--- src/rtl/pmc_pkg.sv ---
// Shared opcodes, constants and decode types for the power-manager dispatcher.
package pmc_pkg;
    // Command opcodes
    localparam logic [7:0] OP_CLK_GET  = 8'h38;
    localparam logic [7:0] OP_CLK_SET  = 8'h30;
    localparam logic [7:0] OP_OFF      = 8'h7E;
    localparam logic [7:0] OP_REBOOT   = 8'hD0;
    localparam logic [7:0] OP_VERSION  = 8'hEA;
    localparam logic [7:0] OP_COVER    = 8'hDC;
    localparam logic [7:0] OP_DLSTAT   = 8'hE2;
    localparam logic [7:0] OP_PWR_EV   = 8'h8F;
    localparam logic [7:0] OP_SBUS     = 8'h20;

    // Power-event subcommands that return data
    localparam logic [7:0] PWR_GET_UP   = 8'h00;
    localparam logic [7:0] PWR_GET_WAKE = 8'h03;

    // Constant replies
    localparam logic [7:0] VERSION_BYTE = 8'h01;
    localparam logic [7:0] COVER_BYTE   = 8'h00;
    localparam logic [7:0] DLSTAT_BYTE  = 8'h62;

    // Autopoll packet prefix
    localparam logic [7:0] APOLL_B0 = 8'h00;
    localparam logic [7:0] APOLL_B1 = 8'h86;

    // Seconds between the 1904 epoch and the 1970 epoch
    localparam logic [31:0] EPOCH_SHIFT = 32'd2082844800;

    typedef enum logic [3:0] {
        ACT_NONE,
        ACT_CLK_GET,
        ACT_CLK_SET,
        ACT_OFF,
        ACT_REBOOT,
        ACT_CONST,
        ACT_PWR_GET,
        ACT_APOLL,
        ACT_FWD,
        ACT_FILL
    } act_e;

    typedef struct packed {
        act_e        act;
        logic [7:0]  cbyte;
        logic [2:0]  fill;
        logic        sig;
    } dec_t;
endpackage

--- src/rtl/pmc_decode.sv ---
// Opcode decoder and argument-count checker.
// Purely combinational. It maps opcode, count and the first four argument
// bytes to one action. A command that fails its count rule maps to ACT_NONE.
// Assumes argc never exceeds the argument buffer size.
module pmc_decode
    import pmc_pkg::*;
#(
    parameter int LEN_W = 6
) (
    input  logic [7:0]       op,
    input  logic [LEN_W-1:0] argc,
    input  logic [7:0]       a0,
    input  logic [7:0]       a1,
    input  logic [7:0]       a2,
    input  logic [7:0]       a3,
    output dec_t             dec
);
    logic argc_zero;
    logic argc_four;
    logic argc_two_up;
    logic sig_ok;
    logic apoll_prefix;
    logic fwd_fits;

    assign argc_zero    = (argc == '0);
    assign argc_four    = (argc == LEN_W'(4));
    assign argc_two_up  = (argc >= LEN_W'(2));
    assign sig_ok       = (a0 == 8'h4D) && (a1 == 8'h41) && (a2 == 8'h54) && (a3 == 8'h54);
    assign apoll_prefix = (a0 == APOLL_B0) && (a1 == APOLL_B1);
    assign fwd_fits     = (int'(a2) + 3) <= int'(argc);

    // Select the action for this opcode, honouring the count rules
    always_comb begin
        dec       = '0;
        dec.act   = ACT_NONE;
        dec.fill  = {1'b0, op[1:0]};
        dec.sig   = sig_ok;
        case (op)
            OP_CLK_GET: if (argc_zero) dec.act = ACT_CLK_GET;
            OP_CLK_SET: if (argc_four) dec.act = ACT_CLK_SET;
            OP_OFF:     if (argc_four) dec.act = ACT_OFF;
            OP_REBOOT:  if (argc_zero) dec.act = ACT_REBOOT;
            OP_VERSION: begin
                dec.act   = ACT_CONST;
                dec.cbyte = VERSION_BYTE;
            end
            OP_COVER: begin
                dec.act   = ACT_CONST;
                dec.cbyte = COVER_BYTE;
            end
            OP_DLSTAT: begin
                dec.act   = ACT_CONST;
                dec.cbyte = DLSTAT_BYTE;
            end
            OP_PWR_EV: begin
                if (!argc_zero && ((a0 == PWR_GET_UP) || (a0 == PWR_GET_WAKE))) begin
                    dec.act = ACT_PWR_GET;
                end
            end
            OP_SBUS: begin
                if (argc_two_up) begin
                    if (apoll_prefix) begin
                        if (argc_four) dec.act = ACT_APOLL;
                    end else if (fwd_fits) begin
                        dec.act = ACT_FWD;
                    end
                end
            end
            default: if (op[7:6] != 2'b11) dec.act = ACT_FILL;
        endcase
    end
endmodule

--- src/rtl/pmc_seconds.sv ---
// Seconds clock register.
// Counts one per tick enable. A load replaces the value and takes priority
// over a tick in the same cycle. Resets to INIT.
module pmc_seconds #(
    parameter int             W    = 32,
    parameter logic [W-1:0]   INIT = '0
) (
    input  logic         clk,
    input  logic         rst_n,
    input  logic         tick,
    input  logic         load,
    input  logic [W-1:0] load_val,
    output logic [W-1:0] count
);
    // Advance or load the seconds count
    always_ff @(posedge clk) begin
        if (!rst_n) begin
            count <= INIT;
        end else if (load) begin
            count <= load_val;
        end else if (tick) begin
            count <= count + W'(1);
        end
    end
endmodule

--- src/rtl/pmc_rsp.sv ---
// Response builder and request-pulse generator.
// Registers the response length and bytes one cycle after the strobe and
// holds them until the next strobe. Raises shutdown and reboot pulses with
// the done pulse. Assumes RSP_BYTES is at least 4.
module pmc_rsp
    import pmc_pkg::*;
#(
    parameter int RSP_BYTES = 4,
    parameter int RSP_LEN_W = 3
) (
    input  logic                   clk,
    input  logic                   rst_n,
    input  logic                   strobe,
    input  dec_t                   dec,
    input  logic [31:0]            now,
    output logic                   done,
    output logic [RSP_LEN_W-1:0]   len,
    output logic [8*RSP_BYTES-1:0] data,
    output logic                   off_req,
    output logic                   rst_req
);
    logic [RSP_BYTES-1:0][7:0] lane_d;
    logic [RSP_LEN_W-1:0]      len_d;

    // Per-lane next byte: clock bytes most significant first, constant in lane 0
    for (genvar i = 0; i < RSP_BYTES; i++) begin : g_lane
        if (i < 4) begin : g_time
            assign lane_d[i] = (dec.act == ACT_CLK_GET) ? now[8*(3-i) +: 8] :
                               ((i == 0) && (dec.act == ACT_CONST)) ? dec.cbyte : 8'h00;
        end else begin : g_pad
            assign lane_d[i] = 8'h00;
        end
    end

    // Response length for each action
    always_comb begin
        case (dec.act)
            ACT_CLK_GET:         len_d = RSP_LEN_W'(4);
            ACT_OFF, ACT_CONST:  len_d = RSP_LEN_W'(1);
            ACT_PWR_GET:         len_d = RSP_LEN_W'(2);
            ACT_FILL:            len_d = RSP_LEN_W'(dec.fill);
            default:             len_d = '0;
        endcase
    end

    // Capture the response and mark it done
    always_ff @(posedge clk) begin
        if (!rst_n) begin
            done <= 1'b0;
            len  <= '0;
            data <= '0;
        end else begin
            done <= strobe;
            if (strobe) begin
                len  <= len_d;
                data <= lane_d;
            end
        end
    end

    // Single-cycle shutdown and reboot requests
    always_ff @(posedge clk) begin
        if (!rst_n) begin
            off_req <= 1'b0;
            rst_req <= 1'b0;
        end else begin
            off_req <= strobe && (dec.act == ACT_OFF) && dec.sig;
            rst_req <= strobe && (dec.act == ACT_REBOOT);
        end
    end
endmodule

--- src/rtl/pmc_sbus_port.sv ---
// Serial-bus side of the dispatcher.
// Keeps the autopoll enable and mask. Reformats ordinary packets for the
// external transaction engine: the address byte, then the payload from
// argument byte 3 onward. Assumes ARG_MAX is at least 4.
module pmc_sbus_port
    import pmc_pkg::*;
#(
    parameter int ARG_MAX = 32,
    parameter int LEN_W   = 6
) (
    input  logic                      clk,
    input  logic                      rst_n,
    input  logic                      strobe,
    input  act_e                      act,
    input  logic [LEN_W-1:0]          argc,
    input  logic [7:0]                addr_byte,
    input  logic [15:0]               mask_in,
    input  logic [8*(ARG_MAX-3)-1:0]  payload,
    output logic                      apoll_en,
    output logic [15:0]               apoll_mask,
    output logic                      fwd_valid,
    output logic [LEN_W-1:0]          fwd_len,
    output logic [8*(ARG_MAX-2)-1:0]  fwd_data
);
    logic apoll_hit;
    logic fwd_hit;

    assign apoll_hit = strobe && (act == ACT_APOLL);
    assign fwd_hit   = strobe && (act == ACT_FWD);

    // Autopoll enable and mask update
    always_ff @(posedge clk) begin
        if (!rst_n) begin
            apoll_en   <= 1'b0;
            apoll_mask <= '0;
        end else if (apoll_hit) begin
            if (mask_in != '0) begin
                apoll_en   <= 1'b1;
                apoll_mask <= mask_in;
            end else begin
                apoll_en   <= 1'b0;
            end
        end
    end

    // Forward pulse and packet capture
    always_ff @(posedge clk) begin
        if (!rst_n) begin
            fwd_valid <= 1'b0;
            fwd_len   <= '0;
            fwd_data  <= '0;
        end else begin
            fwd_valid <= fwd_hit;
            if (fwd_hit) begin
                fwd_len  <= argc - LEN_W'(2);
                fwd_data <= {payload, addr_byte};
            end
        end
    end
endmodule

--- src/rtl/pmcmd_dispatch.sv ---
// Power-manager command dispatcher, top level.
// Takes one fully received command per strobe. Decodes it, runs the
// handler and presents the response one cycle later with a done pulse.
// Holds the 1904-epoch seconds clock and the autopoll state.
// Assumes ARG_MAX >= 4 and RSP_BYTES >= 4.
module pmcmd_dispatch
    import pmc_pkg::*;
#(
    parameter int          ARG_MAX   = 32,
    parameter int          RSP_BYTES = 4,
    parameter logic [31:0] UNIX_BASE = 32'd0
) (
    input  logic                            clk,
    input  logic                            rst_n,
    input  logic                            sec_tick,
    input  logic                            disp_valid,
    input  logic [7:0]                      disp_op,
    input  logic [$clog2(ARG_MAX+1)-1:0]    disp_argc,
    input  logic [8*ARG_MAX-1:0]            disp_args,
    output logic                            rsp_done,
    output logic [$clog2(RSP_BYTES+1)-1:0]  rsp_len,
    output logic [8*RSP_BYTES-1:0]          rsp_data,
    output logic                            off_req,
    output logic                            rst_req,
    output logic                            apoll_en,
    output logic [15:0]                     apoll_mask,
    output logic                            fwd_valid,
    output logic [$clog2(ARG_MAX+1)-1:0]    fwd_len,
    output logic [8*(ARG_MAX-2)-1:0]        fwd_data
);
    localparam int          LEN_W     = $clog2(ARG_MAX + 1);
    localparam int          RSP_LEN_W = $clog2(RSP_BYTES + 1);
    localparam logic [31:0] TIME_INIT = UNIX_BASE + EPOCH_SHIFT;

    logic [7:0]  arg_b [4];
    dec_t        dec;
    logic [31:0] time_q;
    logic        clk_load;

    // First four argument bytes feed the decoder and the clock load
    for (genvar k = 0; k < 4; k++) begin : g_arg
        assign arg_b[k] = disp_args[8*k +: 8];
    end

    assign clk_load = disp_valid && (dec.act == ACT_CLK_SET);

    pmc_decode #(.LEN_W(LEN_W)) i_decode (
        .op   (disp_op),
        .argc (disp_argc),
        .a0   (arg_b[0]),
        .a1   (arg_b[1]),
        .a2   (arg_b[2]),
        .a3   (arg_b[3]),
        .dec  (dec)
    );

    pmc_seconds #(.W(32), .INIT(TIME_INIT)) i_seconds (
        .clk      (clk),
        .rst_n    (rst_n),
        .tick     (sec_tick),
        .load     (clk_load),
        .load_val ({arg_b[0], arg_b[1], arg_b[2], arg_b[3]}),
        .count    (time_q)
    );

    pmc_rsp #(.RSP_BYTES(RSP_BYTES), .RSP_LEN_W(RSP_LEN_W)) i_rsp (
        .clk     (clk),
        .rst_n   (rst_n),
        .strobe  (disp_valid),
        .dec     (dec),
        .now     (time_q),
        .done    (rsp_done),
        .len     (rsp_len),
        .data    (rsp_data),
        .off_req (off_req),
        .rst_req (rst_req)
    );

    pmc_sbus_port #(.ARG_MAX(ARG_MAX), .LEN_W(LEN_W)) i_sbus (
        .clk        (clk),
        .rst_n      (rst_n),
        .strobe     (disp_valid),
        .act        (dec.act),
        .argc       (disp_argc),
        .addr_byte  (arg_b[0]),
        .mask_in    ({arg_b[2], arg_b[3]}),
        .payload    (disp_args[8*ARG_MAX-1:24]),
        .apoll_en   (apoll_en),
        .apoll_mask (apoll_mask),
        .fwd_valid  (fwd_valid),
        .fwd_len    (fwd_len),
        .fwd_data   (fwd_data)
    );
endmodule

--- config.mk ---
export PLATFORM = sky130hd
export DESIGN_NAME = pmcmd_dispatch
export DESIGN_NICKNAME = d
export VERILOG_FILES = /design/src/rtl/pmc_pkg.sv /design/src/rtl/pmc_decode.sv /design/src/rtl/pmc_seconds.sv /design/src/rtl/pmc_rsp.sv /design/src/rtl/pmc_sbus_port.sv /design/src/rtl/pmcmd_dispatch.sv
export SDC_FILE = /design/constraint.sdc
export NUM_CORES = 1
export LEC_CHECK = 0
export ABC_AREA = 1
export BUFFER_PORTS_ARGS = -buffer_cell sky130_fd_sc_hd__buf_2
export CAP_MARGIN = 20
export CORE_ASPECT_RATIO = 2
export CORE_MARGIN = 2
export CORE_UTILIZATION = 25
export DETAILED_ROUTE_END_ITERATION = 10
export GPL_ROUTABILITY_DRIVEN = 0
export PLACE_DENSITY = 0.48
export RECOVER_POWER = 50
export SYNTH_ARGS = -nofsm -noshare
export SYNTH_HDL_FRONTEND = slang
export SYNTH_SLANG_ARGS = --single-unit
--- constraint.sdc ---
create_clock -name clk -period 5.6 [get_ports clk]
set_input_delay 0.84 -clock clk [delete_from_list [all_inputs] [get_ports clk]]
set_output_delay 0.84 -clock clk [all_outputs]
set_load 0.01 [all_outputs]
==> impl_metrics.yaml, run 1 <==
status:
  status: "finished, violations left"
  violations: "capacitance limit, slew limit"
placed_design:
  io_buffers: 575
  hpwl_mm: 45.7
drt:
  drt-vias-per-instance: 4.18
  vias: 15500
  drt-total-wl_mm: 59.3
  drtPass1Iterations: 5
  route.detailed.drc: 0
  wl_per_cell_um: 16.0
  initialDrtViolationCount: 686
  ant_nets: 0
global_route:
  gr-total-overflow: 0
  grt.total_usage_pct: 17.8
  antenna_found_initial: 7
  grt_pass1_vias: 14400
  grt_max_degree: 161
  grt_pass1_wl_mm: 85.7
sta:
  max_freq_mhz: 254
  worst_pin_slew_ns: 3.36
  rsz0062_at_grt: "no"
  period_share_pct: 70.3
  relSlewSlack_pct: -124
  period_minus_slack_ns: 3.94
  finClkSkew_ns: 0.0166
  drv_slew: 124
  finalSetupViolCount: 0
  finalSetupTns_ns: 0
  hold_violations: 0
power_and_ir_drop:
  power_switching_w: 0.00154
  p_sw_share_pct: 27.0
  power.leakage_nw: 9.22
  p_comb_share_pct: 12.0
  internal_power_w: 0.00419
  power_per_cell_area_mw_per_mm2: 295
  pwr-share-seq_pct: 44.4
  peakVddDrop_uv: 230
  clock_power_share_pct: 43.6
layout:
  num-fill-cells: 7069
  seqCellArea_mm2: 0.00669
  nNetsFinal: 3179
  drive_above_1_share_pct: 12.6
  syn_to_final_growth_pct: 27.1
  multi_input_area_mm2: 0.00669
  final_util_pct: 32.0
floorplanning:
  ios: 576
  start_util_pct: 25.2
  die_w_um: 179
  die_h_um: 354
  num_rows: 128
  core_area_mm2: 0.0607
  die-area_mm2: 0.0632
setup_path:
  worstPathArrival_ns: 4.39
  slowest_delay_ns: 2.40
  path_max_fanout: 88
  path_class: "in2reg"
  critical_path_required_ns: 6.06
  slowest_stage: "clkbuf_1"
  crit_path_end_kind: "flip-flop"
  cp_cell_sequence: "clkbuf_8, clkbuf_1, o21ai_0, a31oi_1"
  startpoint_type: "input port"
cts:
  cts-root-buf: "clkbuf_16"
  clkSinkCount: 334
  cts_made_buffers: 37
  clk_transition_reported_paths_ns: 0.06
  htreeDepth: 2
  post_cts_buffers: 0
  clock_latency_ns: 0.54
  cts.path.max_buffers: 3
  cts.hold.buffers_added: 0
  cts_tree: "done"
  post_cts_resized: 0
synth:
  async_flop_share_pct: 0
  syn_area_mm2: 0.0153
  ys_warn_count: 0
  ys_ff_latch: 334
  synth_cells: 2376
  synth_edf_count: 0
  yosysMostFrequentCell: "nand2_1"
  avgSynthCellArea_um2: 6.43
  yosys-top-cells-area: "dfxtp_1, nand2_1, nor2_1"
  ys.flop_type: "dfxtp_1"
  ys_seq_area_share_pct: 43.8
  synth.largest_area_cell: "dfxtp_1"
  yosys-top-cells-count: "nand2_1, nor2_1, dfxtp_1"
  yosysTopAreaCellShare_pct: 43.8
  syn-num-nets: 2659
  ys_types: 35
run:
  drv_cap: 2
worst_hold_path:
  hp-class: "reg2reg"
## placed cells by master (no fill, tap or decap), types with 16 or more instances in the layout
cell type	netlist	layout
nor2_1	567	568
nand3_1	36	37
nand2_1	786	786
o21ai_0	32	32
clkbuf_16	0	37
xor2_1	20	20
nand4_1	30	30
buf_2	22	272
a21oi_1	77	77
buf_4	4	16
nor3_1	19	19
clkbuf_1	44	313
inv_1	301	302
dfxtp_1	334	334
## worst paths after layout
check                                     startpoint  slack (ns)  depth (start not counted)                                  to
hold reg to reg   i_sbus.apoll_mask[15]$_SDFFE_PN0P_        0.46                          2  i_sbus.apoll_mask[15]$_SDFFE_PN0P_
setup reg to reg     i_seconds.count[0]$_SDFFE_PN0P_        2.81                          9    i_seconds.count[18]$_SDFFE_PN1P_
setup / recovery                               rst_n        1.66                          4           i_rsp.len[0]$_SDFFE_PN0P_
hold / removal    i_sbus.apoll_mask[15]$_SDFFE_PN0P_        0.46                          2  i_sbus.apoll_mask[15]$_SDFFE_PN0P_
## state kept, by name, summed over array words and instances, names as in the netlist
register	cells
i_rsp.off_req	1
i_seconds.count	32
i_sbus.apoll_mask	16
i_sbus.fwd_len	6
i_rsp.data	32
i_sbus.fwd_data	240
i_sbus.fwd_valid	1
i_sbus.apoll_en	1
i_rsp.len	3
i_rsp.rst_req	1
i_rsp.done	1
## layer usage
metal	GRT usage, %	part of all wire [%]	vias to the layer above	wire [um]
met3	4.69	7.9	106	4670
li1	-	-	8081	-
met5	0	0.069	-	41
met2	34.4	52	497	31000
met4	8.75	4.9	6	2880
met1	16.9	35	6788	20700
## stage by stage
stage | total power (W) | instance area, um2 | hold WS, ns | instances | setup slack, ns
floorplan | 0.00300 | 15300 | 0.453 | 2376 | 2.62
global placement | 0.00332 | 18600 | 0.450 | 3637 | 1.67
detailed placement | 0.00332 | 18600 | 0.451 | 3637 | 1.60
CTS | 0.00586 | 19800 | 0.461 | 3700 | 2.15
global route | 0.00601 | 19400 | 0.476 | 3703 | 1.33
finish | 0.00573 | 19400 | 0.460 | 3704 | 1.66
## power groups by stage
stage | sequential [W] | clock, W | combinational (W)
4_1_cts | 0.00254 | 0.00260 | 0.000727
3_5_place_dp | 0.00259 | 0 | 0.000725
2_1_floorplan | 0.00264 | 0 | 0.000364
6_report | 0.00254 | 0.00250 | 0.000690
5_1_grt | 0.00256 | 0.00268 | 0.000783
3_3_place_gp | 0.00259 | 0 | 0.000725
## cell type report
cell class                      instances  area share (%)
Clock inverter                         10           0.696
Sequential cell                       334            34.4
Tap cell                              780            5.03
Timing Repair Buffer                  595            13.8
Multi-Input combinational cell       1614            34.5
Clock buffer                           53            5.44
Inverter                              314            6.07
Antenna cell                            4          0.0516
## cell families (layout without fill, tap and decap cells)
group | Yosys count | after routing | synth area share (%)
simple gates | 1461 | 1461 | 37.5
buf+inv | 428 | 972 | 12.4
flops | 334 | 334 | 43.8
compound gates | 115 | 115 | 3.86
xor+xnor | 29 | 29 | 1.66
fa+ha+maj | 9 | 9 | 0.737
other cells | 0 | 4 | 0
## critical path, delay by kind of cell
kind                   cells  cell delay, ns
AO/OA/AOI/OAI              2            0.59
buffers and inverters      2            2.92
No activity file was read; power rests on OpenSTA's default activity.
==> inputs of run 2 (changes only) <==
clock period = 3.8 ns   (was 5.6 ns; I/O delays follow)
==> run 2 against run 1 <==
Setup slack lost 0.85 ns. The run still ends with capacitance limit, slew limit left. First-iteration DRC count grew 2.3%. Final area grew 0.67%.
==> impl_metrics.yaml, run 2 (synthesis results as in run 1) <==
floorplanning:
  num_rows: 128
  core_area_mm2: 0.0607
  ios: 576
  start_util_pct: 25.2
  die_w_um: 179
  die_h_um: 354
  die-area_mm2: 0.0632
sta:
  whs_ns: 0.313
  finalSetupViolCount: 0
  relSlewSlack_pct: -30.9
  hold_violations: 0
  finClkSkew_ns: 0.0163
  max_freq_mhz: 334
  period_share_pct: 78.7
  finalSetupTns_ns: 0
  period_minus_slack_ns: 2.99
  rsz0062_at_grt: "no"
  worst_pin_slew_ns: 1.96
  drv_slew: 84
power_and_ir_drop:
  power.leakage_nw: 9.26
  power_switching_w: 0.00229
  power_per_cell_area_mw_per_mm2: 428
  peakVddDrop_uv: 301
  p_sw_share_pct: 27.3
  p_comb_share_pct: 12.4
  internal_power_w: 0.00608
  clock_power_share_pct: 42.8
  pwr-share-seq_pct: 44.8
  total_power_w: 0.00837
cts:
  post_cts_buffers: 0
  clk_transition_reported_paths_ns: 0.07
  clkSinkCount: 334
  clock_latency_ns: 0.55
  htreeDepth: 2
  post_cts_resized: 0
  cts-root-buf: "clkbuf_16"
  cts_tree: "done"
  cts.hold.buffers_added: 0
  cts_made_buffers: 36
  cts.path.max_buffers: 3
setup_path:
  startpoint_type: "input port"
  worstPathArrival_ns: 3.42
  crit_path_end_kind: "flip-flop"
  path_class: "in2reg"
  path_max_fanout: 84
  critical_path_required_ns: 4.23
global_route:
  grt_pass1_wl_mm: 86.5
  grt.total_usage_pct: 18.0
  grt_max_degree: 122
  gr-total-overflow: 0
  grt_pass1_vias: 14800
  antenna_found_initial: 12
drt:
  ant_nets: 0
  route.detailed.drc: 0
  vias: 15600
  drt-total-wl_mm: 59.6
  drt-vias-per-instance: 4.22
  wl_per_cell_um: 16.1
  initialDrtViolationCount: 702
  drtPass1Iterations: 5
layout:
  final_cell_mix: "nand2_1, nor2_1, dfxtp_1"
  multi_input_area_mm2: 0.00670
  reg_top3: "i_sbus.fwd_data (240), i_rsp.data (32), i_seconds.count (32)"
  final_common_cell: "nand2_1"
  nNetsFinal: 3187
  regMostFlops: "i_sbus.fwd_data"
  num-fill-cells: 7072
  seqCellArea_mm2: 0.00669
  drive_above_1_share_pct: 12.9
  final-instance-count-excl-fill: 3712
  final_util_pct: 32.2
  syn_to_final_growth_pct: 27.9
  largest_register_ffs: 240
placed_design:
  hpwl_mm: 46.2
  io_buffers: 575
  place_inst: 3645
status:
  violations: "capacitance limit, slew limit"
  status: "finished, violations left"
worst_hold_path:
  hp-class: "in2reg"
run:
  drv_cap: 1
-- run 2: changes by cell type in the layout (fill, tap and decap cells not counted), sizes merged --
cell / delta
bufinv: -2
clkinvlp: +2
clkinv: -4
clkbuf: +3
buf: +10
diode: -1
-- run 2: stage by stage --
stage | area (um2) | setup WS, ns
final | 19500 | 0.809
after global routing | 19500 | 0.491
after CTS | 19900 | 1.01
after detailed placement | 18700 | 0.415
after global placement | 18700 | 0.445
after floorplan | 15300 | 1.09
-- run 2: layout make-up --
class	instances	share of cell area, %
multi-input cells	1614	34.3
flip-flops and latches	334	34.2
repair buffers	604	14.5
inverters	314	6.03
clock buffers	57	5.58
well taps	780	4.99
clock inverters	6	0.346
diodes	3	0.0384
-- run 2: per-layer routing --
layer / GRT usage (%) / share of wire, % / routed length (um) / vias up
li1: - / - / - / 8100
met1: 17.2 / 35 / 20800 / 6869
met2: 34.5 / 52 / 30900 / 526
met3: 4.56 / 7.9 / 4690 / 140
met4: 9.20 / 5.2 / 3090 / 14
met5: 0 / 0.15 / 90 / -
-- run 2: final timing paths --
path                                     startpoint                                 to  slack [ns]  cells past startpoint
setup reg to reg    i_seconds.count[0]$_SDFFE_PN0P_   i_seconds.count[18]$_SDFFE_PN1P_        1.05                      9
hold reg to reg   i_sbus.apoll_mask[6]$_SDFFE_PN0P_  i_sbus.apoll_mask[6]$_SDFFE_PN0P_        0.46                      2
setup / recovery                              rst_n   i_seconds.count[13]$_SDFFE_PN1P_        0.81                      5
hold / removal                       disp_args[245]  i_sbus.fwd_data[229]$_SDFFE_PN0P_        0.31                      5
-- run 2: power groups by stage --
stage	Sequential, W	Clock (W)	Combinational (W)
2_1_floorplan	0.00389	0	0.000536
3_3_place_gp	0.00382	0	0.00109
3_5_place_dp	0.00382	0	0.00109
4_1_cts	0.00375	0.00373	0.00109
5_1_grt	0.00377	0.00385	0.00117
6_report	0.00375	0.00358	0.00103
-- run 2: critical path, cell delays in order --
cell and delay, ns:
clkbuf_2 1.31, inv_1 0.77, buf_4 0.49, a21oi_1 0.15, o21ai_0 0.10
